<file path="src/rtl/cp_boost_pkg.sv">
package cp_boost_pkg;
  typedef enum logic [1:0] {
    ST_IDLE   = 2'd0,
    ST_BOOST  = 2'd1,
    ST_CHECK  = 2'd2,
    ST_LOCKED = 2'd3
  } cpb_state_e;
endpackage

</file>
<file path="src/rtl/cp_uv_filter.sv">
// Persistence filter: output goes high once the flag has been high for
// UV_CYC consecutive edges, and drops as soon as the flag is seen low.
module cp_uv_filter #(
  parameter int UV_CYC = 16
) (
  input  logic clk,
  input  logic rst_n,
  input  logic uv_i,
  output logic persist_o
);
  localparam int W = $clog2(UV_CYC + 1);
  localparam logic [W-1:0] LIMIT = W'(UV_CYC);

  logic [W-1:0] run_q;

  always_ff @(posedge clk or negedge rst_n) begin
    if (!rst_n)            run_q <= '0;
    else if (!uv_i)        run_q <= '0;
    else if (run_q != LIMIT) run_q <= run_q + 1'b1;
  end

  assign persist_o = (run_q == LIMIT);
endmodule

</file>
<file path="src/rtl/cp_boost_timer.sv">
// Window timer: counts while run_i is high, flags the last cycle of a window.
module cp_boost_timer #(
  parameter int BOOST_CYC = 64
) (
  input  logic clk,
  input  logic rst_n,
  input  logic run_i,
  output logic done_o
);
  localparam int W = $clog2(BOOST_CYC + 1);
  localparam logic [W-1:0] LAST = W'(BOOST_CYC - 1);

  logic [W-1:0] cnt_q;

  always_ff @(posedge clk or negedge rst_n) begin
    if (!rst_n)      cnt_q <= '0;
    else if (!run_i) cnt_q <= '0;
    else if (cnt_q != LAST) cnt_q <= cnt_q + 1'b1;
  end

  assign done_o = run_i && (cnt_q == LAST);
endmodule

</file>
<file path="src/rtl/cp_boost_fsm.sv">
// Sequencing: reset lands in BOOST; IDLE -> BOOST on a trigger;
// BOOST -> CHECK when the window ends; CHECK -> LOCKED or IDLE.
module cp_boost_fsm
  import cp_boost_pkg::*;
(
  input  logic       clk,
  input  logic       rst_n,
  input  logic       pump_low_i,
  input  logic       uv_persist_i,
  input  logic       fault_clr_i,
  input  logic       win_done_i,
  output cpb_state_e state_o,
  output logic       fault_o
);
  cpb_state_e state_q, state_d;
  logic       fault_q, fault_d;
  logic       clr_ok;

  assign clr_ok = fault_clr_i && !pump_low_i;

  always_comb begin
    state_d = state_q;
    fault_d = fault_q;
    unique case (state_q)
      ST_IDLE:   if (pump_low_i || uv_persist_i) state_d = ST_BOOST;
      ST_BOOST:  if (win_done_i) state_d = ST_CHECK;
      ST_CHECK: begin
        if (pump_low_i) begin
          state_d = ST_LOCKED;
          fault_d = 1'b1;
        end else begin
          state_d = ST_IDLE;
        end
      end
      ST_LOCKED: begin
        if (clr_ok) begin
          state_d = ST_IDLE;
          fault_d = 1'b0;
        end
      end
      default: state_d = ST_IDLE;
    endcase
  end

  always_ff @(posedge clk or negedge rst_n) begin
    if (!rst_n) begin
      state_q <= ST_BOOST;
      fault_q <= 1'b0;
    end else begin
      state_q <= state_d;
      fault_q <= fault_d;
    end
  end

  assign state_o = state_q;
  assign fault_o = fault_q;
endmodule

</file>
<file path="src/rtl/cp_boost_ctrl.sv">
module cp_boost_ctrl
  import cp_boost_pkg::*;
#(
  parameter int BOOST_CYC = 64,
  parameter int UV_CYC    = 16
) (
  input  logic clk,
  input  logic rst_n,
  input  logic pump_low_i,
  input  logic bat_uv_i,
  input  logic fault_clr_i,
  output logic boost_en_o,
  output logic cp_fault_o,
  output logic boost_lock_o
);
  cpb_state_e state;
  logic       uv_persist;
  logic       win_done;
  logic       in_boost;

  assign in_boost = (state == ST_BOOST);

  cp_uv_filter #(.UV_CYC(UV_CYC)) u_uv (
    .clk       (clk),
    .rst_n     (rst_n),
    .uv_i      (bat_uv_i),
    .persist_o (uv_persist)
  );

  cp_boost_timer #(.BOOST_CYC(BOOST_CYC)) u_tmr (
    .clk    (clk),
    .rst_n  (rst_n),
    .run_i  (in_boost),
    .done_o (win_done)
  );

  cp_boost_fsm u_fsm (
    .clk          (clk),
    .rst_n        (rst_n),
    .pump_low_i   (pump_low_i),
    .uv_persist_i (uv_persist),
    .fault_clr_i  (fault_clr_i),
    .win_done_i   (win_done),
    .state_o      (state),
    .fault_o      (cp_fault_o)
  );

  assign boost_en_o   = in_boost;
  assign boost_lock_o = (state == ST_LOCKED);
endmodule

</file>
<file path="config.mk">
export PLATFORM = sky130hd
export DESIGN_NAME = cp_boost_ctrl
export DESIGN_NICKNAME = d
export VERILOG_FILES = /design/src/rtl/cp_boost_pkg.sv /design/src/rtl/cp_uv_filter.sv /design/src/rtl/cp_boost_timer.sv /design/src/rtl/cp_boost_fsm.sv /design/src/rtl/cp_boost_ctrl.sv
export SDC_FILE = /design/constraint.sdc
export NUM_CORES = 1
export LEC_CHECK = 0
export ABC_AREA = 1
export BUFFER_PORTS_ARGS = -buffer_cell sky130_fd_sc_hd__buf_2
export CAP_MARGIN = 20
export CORE_MARGIN = 1
export CORE_UTILIZATION = 40
export DETAILED_ROUTE_END_ITERATION = 12
export GPL_TIMING_DRIVEN = 1
export PLACE_DENSITY = 0.72
export SETUP_SLACK_MARGIN = 0.2
export SKIP_LAST_GASP = 1
export SLEW_MARGIN = 20
export SYNTH_ARGS = -nofsm -noshare
export SYNTH_HDL_FRONTEND = slang
export SYNTH_SLANG_ARGS = --single-unit
</file>
<file path="constraint.sdc">
create_clock -name clk -period 1.4 [get_ports clk]
set_clock_uncertainty 0.1 [all_clocks]
set_input_delay 0.07 -clock clk [delete_from_list [all_inputs] [get_ports clk]]
set_output_delay 0.07 -clock clk [all_outputs]
set_load 0.02 [all_outputs]
</file>
### After elaboration in Yosys (flattened, before gate mapping)

Index checks and enable logic that the tools add are counted.

* flip-flop bits (word level): 15
* output and inout port bits: 3

* $add $sub $neg: 2
* reduce and logical (&&, ||, !) cells: 8
* equality and inequality tests: 13
* mux-type cells: 12

Operator list (number)
* two-way mux 7 bit: 2
* two-way mux 5 bit: 2
* two-way mux 2 bit: 4
* != test 2 x 1 -> 1 bit, second input constant: 4
* one-hot mux 2 bit (4 select lines): 1
* adder 7 x 1 -> 7 bit, second input constant: 1
* equality test 7 x 6 -> 1 bit, second input constant: 1
* != test 7 x 6 -> 1 bit, second input constant: 1
* AND reduction 3 bit: 2
* adder 5 x 1 -> 5 bit, second input constant: 1
* equality test 5 bit, second input constant: 1
* != test 5 bit, second input constant: 1
* equality test 2 bit, second input constant: 2
* != test 2 bit, second input constant: 2
* equality test 2 x 1 -> 1 bit, second input constant: 1
* logical AND 1 bit: 2
* logical NOT 2 bit: 1
* two-way mux 1 bit: 2
* one-hot mux 1 bit (2 select lines): 1
* nonzero test 2 bit: 1
* logical NOT 1 bit: 1
* logical OR 1 bit: 1

### Logic depth before layout (Yosys ltp)

Gate-level depths: netlist of the first run.

* depth after elaboration: 4
* depth in mapped cells: 7
* gate-level depth less buffers: 7

### Hierarchy

Synthesis of the first run repeated with hierarchy kept, for this count alone.

* cell total of the unflattened synthesis: 115
* area total of the unflattened synthesis: 865.8 um^2

By module, submodules not included
* cp_boost_timer: cells each 49, times used 1, area each 387.9 um^2, sequential area each 175.2 um^2
* cp_uv_filter: cells each 36, times used 1, area each 277.8 um^2, sequential area each 125.1 um^2
* cp_boost_fsm: cells each 26, times used 1, area each 182.7 um^2, sequential area each 76.3 um^2
* cp_boost_ctrl: cells each 4, times used 1, area each 17.5 um^2, sequential area each 0.0 um^2

### Least setup slack after synthesis of the first run

No wires, ideal clock.

* kind: register to register
* start: reg u_tmr.cnt_q[0]
* end: reg u_tmr.cnt_q[4]
* cell stages (with the launch flop): 7
* period minus slack after synthesis: 1.301 ns
* path buffers: 0
* data arrival time: 1.085 ns
* library setup time: 0.116 ns
* slack: 0.099 ns
* path through: dfrtp_1 -> ha_1 -> nand2_1 -> nor2_4 -> or2_0 -> nand2_1 -> nor2_1

* word-level cells in the longest chain between the ends: 3

Ends and longest elaborated chain
* start, declared: RTL line cp_boost_timer.sv:13 `logic [W-1:0] cnt_q;`
* start signal, assigned: RTL line cp_boost_timer.sv:18 `else if (cnt_q != LAST) cnt_q <= cnt_q + 1'b1;`
* adder 7 x 1 -> 7 bit: RTL line cp_boost_timer.sv:18
* two-way mux 7 bit: RTL line cp_boost_timer.sv:18
* two-way mux 7 bit: RTL line cp_boost_timer.sv:17 `else if (!run_i) cnt_q <= '0;`

Several ways; a longest one is shown, not always the timed one. The select of a mux whose other input is x is not followed.
A chain may end at the register's enable or synchronous reset.

### Final worst setup path of the first run

* start: reg u_fsm.state_q[0] (netlist: u_fsm.state_o[0])
* end: out boost_en_o

* word-level cells in the longest chain between the ends: 1

Ends and longest elaborated chain
* start, declared: RTL line cp_boost_fsm.sv:15 `cpb_state_e state_q, state_d;`
* start signal, assigned: RTL line cp_boost_fsm.sv:50 `state_q <= state_d;`
* equality test 2 x 1 -> 1 bit: RTL line cp_boost_ctrl.sv:21 `assign in_boost = (state == ST_BOOST);`
* end, declared: RTL line cp_boost_ctrl.sv:12 `output logic boost_en_o,`

Every way passes these cells.

==> results.cfg, run 1 <==
[yosys]
syn_area_per_cell_um2 = 8.190
synth_seq_cells = 15
seq_area_frac_synth = 0.4645
syn_nets = 107
ys_types = 23
syn_area_um2 = 810.8
yosys_warnings = 0
synthCells = 99

[routing]
vias = 755
antenna_left = 0
drt_wl_total_um = 1880
via_per_inst = 4.840
initialDrtViolationCount = 9
wl_per_cell_um = 12.05
first_pass_iters = 4
drc = 0

[clock_tree]
cts_buffers = 3
clk_path_buf_depth = 2
clockRootBuffer = clkbuf_4
cts_tree = yes
path_clk_slew_ps = 90
h-tree-depth = 1
insertion_delay_ps = 290
numClockSinks = 15

[pwr]
peakVddDrop_mv = 0.7410
power-per-cell-area_nw_per_um2 = 665.1
p_leak_nw = 0.5976

[layout]
drive_gt1_frac = 0.4733
syn_to_final_growth_pct = 50.15
most-common-layout-cells = nand2_1, dfrtp_1, buf_4
fin_nets = 140
register_area_um2 = 376.6
layout_commonest_cell = nand2_1
fillers = 148
multi_input_area_um2 = 484.2
antenna_cells = 0

[global_route]
gr-usage-all-layers = 0.1915
grt_antenna_before_repair = 0
grt.overflow.total = 0
grt_pass1_wl_um = 2808
grt_start_max_net_pins = 16
grt_pass1_vias = 627

[timing]
fmax_mhz = 740.6
fin_ws_ps = 49.73
finalCritPeriodShare = 0.9645
relSlewSlack = 0.7780
finalHoldViolCount = 0
worst_hold_slack_ps = 43.18
rsz0062_at_grt = yes
setup_viol = 0
worst_slew_pin_slew_ps = 333.0
fin_crit_ps = 1350
final.setup.tns_ps = 0
drv_slew = 0

[die]
core_um2 = 1821
die_w_um = 47.02
initial_core_util = 0.4454
die_h_um = 47.02
design.die.area_um2 = 2211
io_pins = 8
rows = 15

[setup_path]
r2r_slack_ps = 80
worst-path-buf-inv = 2
slowest_delay_ps = 560
path_delay_family = flip-flops
end_kind = output port
crit_type = register to output port
worst_path_max_delay_cell = dfstp_2
required_ps = 1230
cp-start-kind = register
crit-reg2reg-launch = u_fsm.state_o[0]$_DFFE_PN1P_
crit_path_start = u_fsm.state_o[0]$_DFFE_PN1P_
crit_fanout = 3
worstPathArrival_ps = 1180
crit_chain = inv_2 -> nor2_4 -> buf_6

[run_status]
status = completed

[placed_design]
numPortBuffers = 7
dp_slack_ps = 79.42
gp_congestion = 0.7624
hpwl_um = 1097

[run]
cap_violations = 0

[worst_hold_path]
min_path_type = input pin to register
hp-start = pump_low_i
## cell usage after synthesis
| cell | number | area [um^2] |
|---|---|---|
| a21o_1 | 1 | 7.510 |
| a21oi_1 | 3 | 15.01 |
| a31o_2 | 1 | 8.760 |
| a31oi_1 | 2 | 12.51 |
| clkinv_1 | 1 | 3.750 |
| dfrtp_1 | 14 | 350.3 |
| dfstp_2 | 1 | 26.28 |
| ha_1 | 3 | 37.54 |
| inv_1 | 12 | 45.04 |
| inv_2 | 2 | 7.510 |
| nand2_1 | 21 | 78.83 |
| nand2_2 | 3 | 18.77 |
| nand3_1 | 10 | 50.05 |
| nand3_2 | 1 | 10.01 |
| nand4_1 | 1 | 6.260 |
| nor2_1 | 8 | 30.03 |
| nor2_2 | 1 | 6.260 |
| nor2_4 | 2 | 22.52 |
| nor3_1 | 3 | 15.01 |
| nor3_2 | 1 | 10.01 |
| o21ai_0 | 5 | 25.02 |
| o21ai_2 | 2 | 17.52 |
| or2_0 | 1 | 6.260 |
## sequential cells by signal, indices dropped and copies added, names as in the netlist
signal	count
u_tmr.cnt_q	7
u_uv.run_q	5
u_fsm.state_o	2
u_fsm.fault_o	1
## final cells by class
type | instances | area share
Timing Repair Buffer | 28 | 0.1963
Sequential cell | 15 | 0.3094
Multi-Input combinational cell | 69 | 0.3977
Clock inverter | 1 | 0.004111
Tap cell | 25 | 0.02569
Inverter | 15 | 0.04830
Clock buffer | 3 | 0.01850
## per-layer routing
layer | wire length (um) | track usage | vias to the layer above
met5 | 0 | 0 | -
met4 | 74 | 0.09143 | 0
met3 | 75 | 0.07308 | 11
met2 | 923 | 0.2917 | 15
met1 | 806 | 0.2392 | 342
li1 | - | - | 387
## tightest hold or removal path, cell delays in order
cell and delay, ps:
buf_2 80, inv_1 70, nand3_1 90, a21o_1 100
## where the power goes
group          switching [mW]  internal, mW
combinational          0.0465        0.0549
clock                   0.152         0.107
sequential            0.00839         0.441
## per-stage QoR
step | util | instance area (um^2) | cells | total power [mW]
finish | 0.6687 | 1217 | 156 | 0.8097
global route | 0.6687 | 1217 | 156 | 0.8440
CTS | 0.6199 | 1129 | 152 | 0.7817
detailed placement | 0.5003 | 910.9 | 132 | 0.5101
global placement | 0.5003 | 910.9 | 132 | 0.5081
floorplan | - | 837.1 | 99 | 0.4876
## what timing repair did
| item | CTS | global route |
|---|---|---|
| buffers inserted | 13 | 4 |
| hold buffers | 3 | 0 |
| setup endpoints to repair | 14 | 16 |
| pin swaps | 11 | 14 |
| hold endpoints to repair | 23 | 0 |
| cloned | 0 | 0 |
| resized for setup | 17 | 13 |
## path summary, 6_finish.rpt
kind                                                      to  cells after the start
worst max-delay path                              boost_en_o                      3
worst min-delay path               u_fsm.fault_o$_DFFE_PN0P_                      4
worst max register to register    u_tmr.cnt_q[0]$_DFFE_PN0P_                      7
worst min register to register     u_fsm.fault_o$_DFFE_PN0P_                      1
max in group asynchronous       u_fsm.state_o[0]$_DFFE_PN1P_                      2
min in group asynchronous         u_tmr.cnt_q[5]$_DFFE_PN0P_                      2
## cell families (layout without fill, tap and decap cells)
family                     Yosys count  after routing  share of synthesized area
adders and majority gates            3              3                    0.04630
buffers and inverters               15             47                    0.06944
DFF                                 15             15                     0.4645
AOI/OAI and AO/OA                   14             14                     0.1065
and+or+nand+nor                     52             52                     0.3133
(Power assumes the default switching activity.)
==> run 2: changes to the inputs <==
--- a/config.mk
+++ b/config.mk
@@ -12,7 +12,7 @@
 export CORE_UTILIZATION = 40
 export DETAILED_ROUTE_END_ITERATION = 12
 export GPL_TIMING_DRIVEN = 1
-export PLACE_DENSITY = 0.72
+export PLACE_DENSITY = 0.66
 export SETUP_SLACK_MARGIN = 0.2
 export SKIP_LAST_GASP = 1
 export SLEW_MARGIN = 20
==> run 2 against run 1 <==
Compared with the run above: critical path depth grew 4; combinational power shrank 16%; final cell count shrank 3.2%; clock-buffer cell count grew 1; via count grew 1.3%; power shrank 2.2%; flip-flop and latch count is the same; die area is the same; hold slack gained 13 ps.
==> results.cfg, run 2 (synthesized netlist as in run 1, its figures left out) <==
[die]
initial_core_util = 0.4454
die_w_um = 47.02
rows = 15
io_pins = 8
design.die.area_um2 = 2211
core_um2 = 1821
die_h_um = 47.02

[timing]
final.setup.tns_ps = 0
fmax_mhz = 761.7
rsz0062_at_grt = yes
drv_slew = 0
relSlewSlack = 0.7637
setup_viol = 0
fin_crit_ps = 1313
worst_slew_pin_slew_ps = 354.4
finalHoldViolCount = 0
finalCritPeriodShare = 0.9377

[setup_path]
crit_type = register to register
crit_fanout = 4
cp-start-kind = register
end_kind = register
crit_path_start = u_tmr.cnt_q[0]$_DFFE_PN0P_
required_ps = 1520
crit-reg2reg-launch = u_tmr.cnt_q[0]$_DFFE_PN0P_
worstPathArrival_ps = 1430

[global_route]
grt.overflow.total = 0
gr-usage-all-layers = 0.1902
grt_pass1_wl_um = 2815
grt_antenna_before_repair = 0
grt_pass1_vias = 685
grt_start_max_net_pins = 16

[pwr]
power_mw = 0.7917
peakVddDrop_mv = 0.4461
p_leak_nw = 0.5625
power-per-cell-area_nw_per_um2 = 671.0

[layout]
antenna_cells = 0
fin_util = 0.6481
syn_to_final_growth_pct = 45.52
fin_nets = 135
fin_area_um2 = 1180
layout.cells.non_filler = 151
regMostFlops = u_tmr.cnt_q
drive_gt1_frac = 0.4762
largest_reg_flops = 7
layout_commonest_cell = dfrtp_1
most-common-layout-cells = dfrtp_1, nand2_1, nand2_2, buf_4, inv_1

[routing]
initialDrtViolationCount = 6
first_pass_iters = 4
antenna_left = 0
via_per_inst = 5.066
vias = 765
wl_per_cell_um = 12.29
drc = 0
drt_wl_total_um = 1856

[placed_design]
gp_congestion = 0.7669
hpwl_um = 1123
numPortBuffers = 7
dpl-instance-area_um2 = 918.4
dp.cells = 133

[clock_tree]
cts_tree = yes
insertion_delay_ps = 280
path_clk_slew_ps = 100
clockRootBuffer = clkbuf_4
numClockSinks = 15
clk_path_buf_depth = 2
cts_buffers = 3
h-tree-depth = 1

[run_status]
status = completed

[worst_hold_path]
hp-start = pump_low_i
min_path_type = input pin to register

[run]
cap_violations = 0
run 2: cell count changes in the layout (fill, tap and decap cells not counted), sizes merged:
| cell | previous run | this run |
|---|---|---|
| clkbuf | 3 | 4 |
| buf | 25 | 20 |
| inv | 15 | 14 |
run 2: per-layer routing:
metal,track usage,part of all wire
met5,0,0
met1,0.2019,0.43
met3,0.02308,0.017
met4,0.08571,0.029
met2,0.3694,0.52
run 2: critical path, cell delays in order, from the launching register on:
cell and delay [ps]:
dfrtp_1 410, ha_4 160, nand2_2 60, nor2_4 160, nand2_4 90, nand2_2 100
nand2_2 60, o21ai_2 100
run 2: per-stage QoR:
stage	hold WS [ps]	worst slack, ps
final	56.60	87.16
after global routing	67.68	11.06
after CTS	35.90	71.13
after detailed placement	-103.1	89.94
after global placement	-103.9	113.8
after floorplan	-325.6	114.1
run 2: area by class of cell:
type / instances / area [um^2]
flip-flops and latches: 15 / 376.6
multi-input cells: 69 / 498.0
well taps: 25 / 31.28
inverters: 15 / 61.31
fillers: 150 / 640.6
repair buffers: 23 / 186.4
clock buffers: 4 / 26.28
run 2: path summary, 6_finish.rpt:
path	cells after the start	endpoint	slack (ps)
worst max-delay path	7	u_fsm.state_o[1]$_DFFE_PN0P_	90
worst min-delay path	4	u_fsm.fault_o$_DFFE_PN0P_	60
worst max register to register	7	u_fsm.state_o[1]$_DFFE_PN0P_	90
worst min register to register	1	u_fsm.fault_o$_DFFE_PN0P_	380
max in group asynchronous	2	u_fsm.state_o[0]$_DFFE_PN1P_	770
min in group asynchronous	2	u_tmr.cnt_q[3]$_DFFE_PN0P_	120
run 2: report_power, final:
| group | switching, mW | total (mW) | internal, mW |
|---|---|---|---|
| Sequential | 0.00756 | 0.449 | 0.441 |
| Combinational | 0.0417 | 0.0847 | 0.0430 |
| Clock | 0.147 | 0.258 | 0.111 |
| Total | 0.197 | 0.792 | 0.595 |
run 2: timing repair:
| item | CTS | global route |
|---|---|---|
| setup endpoints to repair | 12 | 16 |
| setup buffers | 10 | 1 |
| resized for setup | 17 | 14 |
| hold endpoints to repair | 21 | 0 |
| pin swaps | 8 | 7 |
| hold buffers | 3 | 0 |
